### config.mk
export PLATFORM = sky130hd
export DESIGN_NAME = wdt_keyed
export DESIGN_NICKNAME = d
export VERILOG_FILES = /design/src/rtl/wdt_keyed_pkg.sv /design/src/rtl/wdt_rst_sync.sv /design/src/rtl/wdt_key_dec.sv /design/src/rtl/wdt_src_sel.sv /design/src/rtl/wdt_tick_cnt.sv /design/src/rtl/wdt_keyed.sv
export SDC_FILE = /design/constraint.sdc
export NUM_CORES = 1
export LEC_CHECK = 0
export CAP_MARGIN = 20
export CORE_AREA = 2 2 39 41
export DETAILED_ROUTE_END_ITERATION = 6
export DIE_AREA = 0 0 41 43
export DONT_BUFFER_PORTS = 1
export SLEW_MARGIN = 30
export SYNTH_ARGS = -nofsm -noshare
export SYNTH_HDL_FRONTEND = slang
export SYNTH_HIERARCHICAL = 1
export SYNTH_SLANG_ARGS = --single-unit
### constraint.sdc
create_clock -name clk -period 0.8 [get_ports clk]
set_clock_uncertainty 0.05 [all_clocks]
set_input_delay 0.16 -clock clk [delete_from_list [all_inputs] [get_ports clk]]
set_output_delay 0.16 -clock clk [all_outputs]
set_load 0.01 [all_outputs]
### src/rtl/wdt_keyed_pkg.sv
package wdt_keyed_pkg;
  typedef enum logic {
    WD_IDLE  = 1'b0,
    WD_ARMED = 1'b1
  } wd_state_e;

  typedef enum logic {
    SRC_MAIN = 1'b0,
    SRC_SUB  = 1'b1
  } wd_src_e;
endpackage

### src/rtl/wdt_rst_sync.sv
module wdt_rst_sync #(
  parameter int STAGES = 2
) (
  input  logic clk,
  input  logic rst_n,
  output logic rst_sync_n
);
  logic [STAGES-1:0] sync_q;

  always_ff @(posedge clk or negedge rst_n) begin
    if (!rst_n) sync_q <= '0;
    else        sync_q <= {sync_q[STAGES-2:0], 1'b1};
  end

  assign rst_sync_n = sync_q[STAGES-1];
endmodule

### src/rtl/wdt_key_dec.sv
module wdt_key_dec #(
  parameter int               KEY_W   = 4,
  parameter logic [KEY_W-1:0] KEY_VAL = 4'b0101
) (
  input  logic             wr_en,
  input  logic [KEY_W-1:0] wr_key,
  input  logic             armed,
  output logic             start_req,
  output logic             clear_req
);
  logic key_hit;

  always_comb begin
    key_hit   = wr_en && (wr_key == KEY_VAL);
    start_req = key_hit && !armed;
    clear_req = key_hit &&  armed;
  end
endmodule

### src/rtl/wdt_src_sel.sv
module wdt_src_sel
  import wdt_keyed_pkg::*;
(
  input  logic    clk,
  input  logic    rst_n,
  input  logic    load,
  input  logic    src_in,
  input  logic    tick_main,
  input  logic    tick_sub,
  output wd_src_e src_q,
  output logic    sel_tick
);
  wd_src_e src_d;

  always_comb begin
    src_d = src_q;
    if (load) src_d = wd_src_e'(src_in);
  end

  always_ff @(posedge clk or negedge rst_n) begin
    if (!rst_n)    src_q <= SRC_MAIN;
    else if (load) src_q <= src_d;
  end

  always_comb begin
    sel_tick = (src_q == SRC_SUB) ? tick_sub : tick_main;
  end
endmodule

### src/rtl/wdt_tick_cnt.sv
module wdt_tick_cnt #(
  parameter int TIMEOUT_TICKS = 2,
  localparam int CNT_W = $clog2(TIMEOUT_TICKS + 1)
) (
  input  logic             clk,
  input  logic             rst_n,
  input  logic             clr,
  input  logic             en,
  output logic [CNT_W-1:0] cnt,
  output logic             expire
);
  localparam logic [CNT_W-1:0] LAST = CNT_W'(TIMEOUT_TICKS - 1);

  logic [CNT_W-1:0] cnt_d;
  logic             cnt_we;

  always_comb begin
    expire = en && !clr && (cnt == LAST);
    cnt_we = clr || en;
    cnt_d  = cnt;
    if (clr || expire) cnt_d = '0;
    else if (en)       cnt_d = cnt + CNT_W'(1);
  end

  always_ff @(posedge clk or negedge rst_n) begin
    if (!rst_n)      cnt <= '0;
    else if (cnt_we) cnt <= cnt_d;
  end
endmodule

### src/rtl/wdt_keyed.sv
module wdt_keyed
  import wdt_keyed_pkg::*;
#(
  parameter int               KEY_W         = 4,
  parameter logic [KEY_W-1:0] KEY_VAL       = 4'b0101,
  parameter int               TIMEOUT_TICKS = 2,
  parameter int               SYNC_STAGES   = 2
) (
  input  logic             clk,
  input  logic             rst_n,
  input  logic             wr_en,
  input  logic [KEY_W-1:0] wr_key,
  input  logic             wr_src,
  input  logic             tick_main,
  input  logic             tick_sub,
  output logic             wdt_rst
);
  localparam int CNT_W = $clog2(TIMEOUT_TICKS + 1);

  logic             rst_sync_n;
  wd_state_e        state_q, state_d;
  logic             armed;
  logic             start_req, clear_req;
  wd_src_e          src_q;
  logic             sel_tick;
  logic [CNT_W-1:0] cnt;
  logic             expire;
  logic             rst_q;

  wdt_rst_sync #(.STAGES(SYNC_STAGES)) u_sync (
    .clk        (clk),
    .rst_n      (rst_n),
    .rst_sync_n (rst_sync_n)
  );

  assign armed = (state_q == WD_ARMED);

  wdt_key_dec #(.KEY_W(KEY_W), .KEY_VAL(KEY_VAL)) u_dec (
    .wr_en     (wr_en),
    .wr_key    (wr_key),
    .armed     (armed),
    .start_req (start_req),
    .clear_req (clear_req)
  );

  wdt_src_sel u_src (
    .clk       (clk),
    .rst_n     (rst_sync_n),
    .load      (start_req),
    .src_in    (wr_src),
    .tick_main (tick_main),
    .tick_sub  (tick_sub),
    .src_q     (src_q),
    .sel_tick  (sel_tick)
  );

  wdt_tick_cnt #(.TIMEOUT_TICKS(TIMEOUT_TICKS)) u_cnt (
    .clk    (clk),
    .rst_n  (rst_sync_n),
    .clr    (start_req || clear_req),
    .en     (armed && sel_tick),
    .cnt    (cnt),
    .expire (expire)
  );

  always_comb begin
    state_d = state_q;
    unique case (state_q)
      WD_IDLE:  if (start_req) state_d = WD_ARMED;
      WD_ARMED: if (expire)    state_d = WD_IDLE;
      default:                 state_d = WD_IDLE;
    endcase
  end

  always_ff @(posedge clk or negedge rst_sync_n) begin
    if (!rst_sync_n) begin
      state_q <= WD_IDLE;
      rst_q   <= 1'b0;
    end else begin
      state_q <= state_d;
      rst_q   <= expire;
    end
  end

  assign wdt_rst = rst_q;
endmodule

==> impl_results.md <==
* Final Net Count at 49
* DRT Wirelength at 492 um
* Pwr/cell area at around 2900 nW/um^2
* Vias after detailed routing at about 220
* VDD IR max at 1.784 mV
* Yosys warning count at 6
* Met2 WL at 251 um
* Total GRT Usage at 8.308%
* Dpl hpwl at 382.6 um
* Worst path arrival time at 1.38 ns
* CORE AREA at around 1400 sq um
* Outcome: finished, violations left
* Die Y at 43 um
* Largest net degree at the start of global routing at 6
* Initial cell density of the core at 23.69%
* CP cell instances: mux2_4 -> and2_4 -> nor2b_4 -> a22o_1
* Critical path data required time at 0.88 ns
* GR Overflow Total at 0
* First-pass DRT Iterations at 1
* Die Width at 41 um
* Number of port buffers at 0
* Die area at 1763 sq um
* Initial antenna violation count at 0
* Vias in the first global route at ~230
* First-pass GRT wire length at roughly 900 um
* Final hold viol count at 0
* Slowest stage delay, CP at 0.39 ns
* Met3 Wirelength at 45 um
* Worst hold path type: primary input to flip-flop
* Failing checks: setup timing
* Sequential element share of the synthesized area at approximately 53%
* DRT met1 WL at 195 um
* Mapped Area at 327.8 sq um
* RSZ-0062 raised after global routing: true
* Crit Path Max Fanout at 3
* Leak at 0.2059 nW
* Vias/cell at 4.170
* Syn_nets at 39
* Worst R2R Path Depth at 4
* Count of cell types in the netlist at 16
* End-of-flow core utilization at between 30% and 40%
* CTS buffer count at 3
* Max Cap Viol at 0
* WHS Path Cells at 1
* CP Capture Type: flip-flop
* Most frequent cells in the layout: dfrtp_1 (7), buf_4 (4), nor2_1 (3), clkbuf_4 (3)
* Final Cell Area at 445.4 sq um
* Fin crit period at 1.300 ns
* RePlAce Congestion at about 0.74
* CTS tree: built
* # setup viols final at 6
* # IOs at 11
* Drt wl/cell at 9.283 um
* Startpoint Class: flip-flop
* Max H-tree Level at 1
* Row cnt at 14
* Clock tree buffer depth at 2
* Sink Count at 7
* Max-slew violations at 0
* Uppermost routed layer: met3
* Layout filler cell count at 141
* Commonest non-fill, non-tap cell in the layout: dfrtp_1
* Reg clk slew, reported paths at 0.05 ns
* Root buffer cell: clkbuf_4
* Fmax at ~770 MHz
* Final worst-path cycle share at 162.5%
* #FFs+latches synth at 7
* Detail Route Antenna Nets at 0
* Placed cell areas at 384.1 sq um
* Initial drt markers at 0
* DRC viols at 0
* Setup WS post-layout at -0.4999 ns
* Share of layout cells above drive strength 1 at 45.95%
* Mapped Cells at 28
* P&R area growth vs syn at 35.88%
* Diodes inserted at 0
* Clk_lat worst skew at roughly 0.24 ns
* Critical path class: flip-flop to flip-flop
* Slowest-stage cell, CP: dfrtp_1
* Mapped Avg Cell Area at 11.71 sq um
where the power goes:
group,internal (mW),leakage [nW],switching [mW]
Sequential,0.456,0.0874,0.0846
Clock,0.189,0.0150,0.116
Combinational,0.286,0.104,0.179
Total,0.930,0.206,0.380
layout make-up:
type | count | area, sq um | share of cell area, %
multi-input combinational | 20 | 180.2 | 40.45
sequential | 7 | 175.2 | 39.33
timing repair buffer | 5 | 40.04 | 8.989
clock buffer | 4 | 26.28 | 5.899
tap | 16 | 20.02 | 4.494
inverter | 1 | 3.754 | 0.8427
synthesized netlist by cell type (all sizes together):
master | number | area (sq um)
and2 | 2 | 13.77
a21oi | 1 | 5.000
nand2 | 1 | 3.750
dfrtp | 7 | 175.2
mux2 | 2 | 30.03
nor2b | 1 | 8.760
or2 | 1 | 6.260
nor2 | 4 | 15.01
conb | 1 | 3.750
a22o | 2 | 17.52
ha | 1 | 12.51
nand2b | 2 | 12.51
nor3 | 1 | 5.000
nor4b | 1 | 15.01
inv | 1 | 3.750
cells by family (layout without fill, tap and decap cells):
kind of cell,count (synthesis),after routing,share of synthesized area [%]
AND/OR/NAND/NOR,13,13,24.43
flip-flops,7,7,53.44
other,1,1,1.144
adder cells (fa/ha/maj),1,1,3.816
AO/OA/AOI/OAI,3,3,6.870
buffers and inverters,1,10,1.144
multiplexers,2,2,9.161
worst max-delay path: cells and delay by family, from the launching register on:
kind               cells  cell delay (ns)
AOI/OAI and AO/OA      1             0.19
and+or+nand+nor        2             0.26
muxes                  1             0.30
DFF                    1             0.39
metal layers:
| metal | track usage [%] | vias to the layer above |
|---|---|---|
| met5 | 0 | - |
| met4 | 4.000 | 0 |
| met3 | 6.283 | 0 |
| met2 | 11.56 | 7 |
| met1 | 8.940 | 105 |
| li1 | - | 109 |
timing repair:
action,in CTS,in global routing
resized for setup,5,1
buffers inserted,1,0
hold buffers,1,0
endpoints found under the setup margin,6,6
pin swaps,3,3
hold endpoints to repair,2,0
worst paths after layout:
path / from / to / slack (ns)
worst max-delay path: u_src/src_q / u_cnt/cnt[0] / -0.50
worst min-delay path: wr_src / u_src/src_q / 0.02
worst max register to register: u_src/src_q / u_cnt/cnt[0] / -0.50
worst min register to register: u_sync/sync_q[1] / armed / 0.03
max in group asynchronous: rst_n / u_sync/sync_q[0] / 0.48
min in group asynchronous: u_sync/sync_q[1] / armed / 0.03
sequential cells by signal (all words and copies together), names as in the netlist:
| signal | cells |
|---|---|
| wdt_rst | 1 |
| u_cnt/cnt | 2 |
| armed | 1 |
| u_sync/sync_q | 2 |
| u_src/src_q | 1 |
metrics by stage:
| step | hold slack [ns] | instances | power (mW) | setup WS, ns | setup TNS, ns |
|---|---|---|---|---|---|
| 4_1_cts | 0.006078 | 53 | 1.331 | -0.5144 | -2.503 |
| 3_3_place_gp | -0.1855 | 47 | 0.9401 | -0.5371 | -2.505 |
| 3_5_place_dp | -0.1855 | 47 | 0.9514 | -0.5541 | -2.560 |
| 6_report | 0.01781 | 53 | 1.310 | -0.4999 | -2.449 |
| 5_1_grt | 0.004514 | 53 | 1.417 | -0.5332 | -2.675 |
| 2_1_floorplan | -0.1856 | 28 | 0.8260 | -0.5069 | -2.321 |
(Power assumes the default switching activity.)
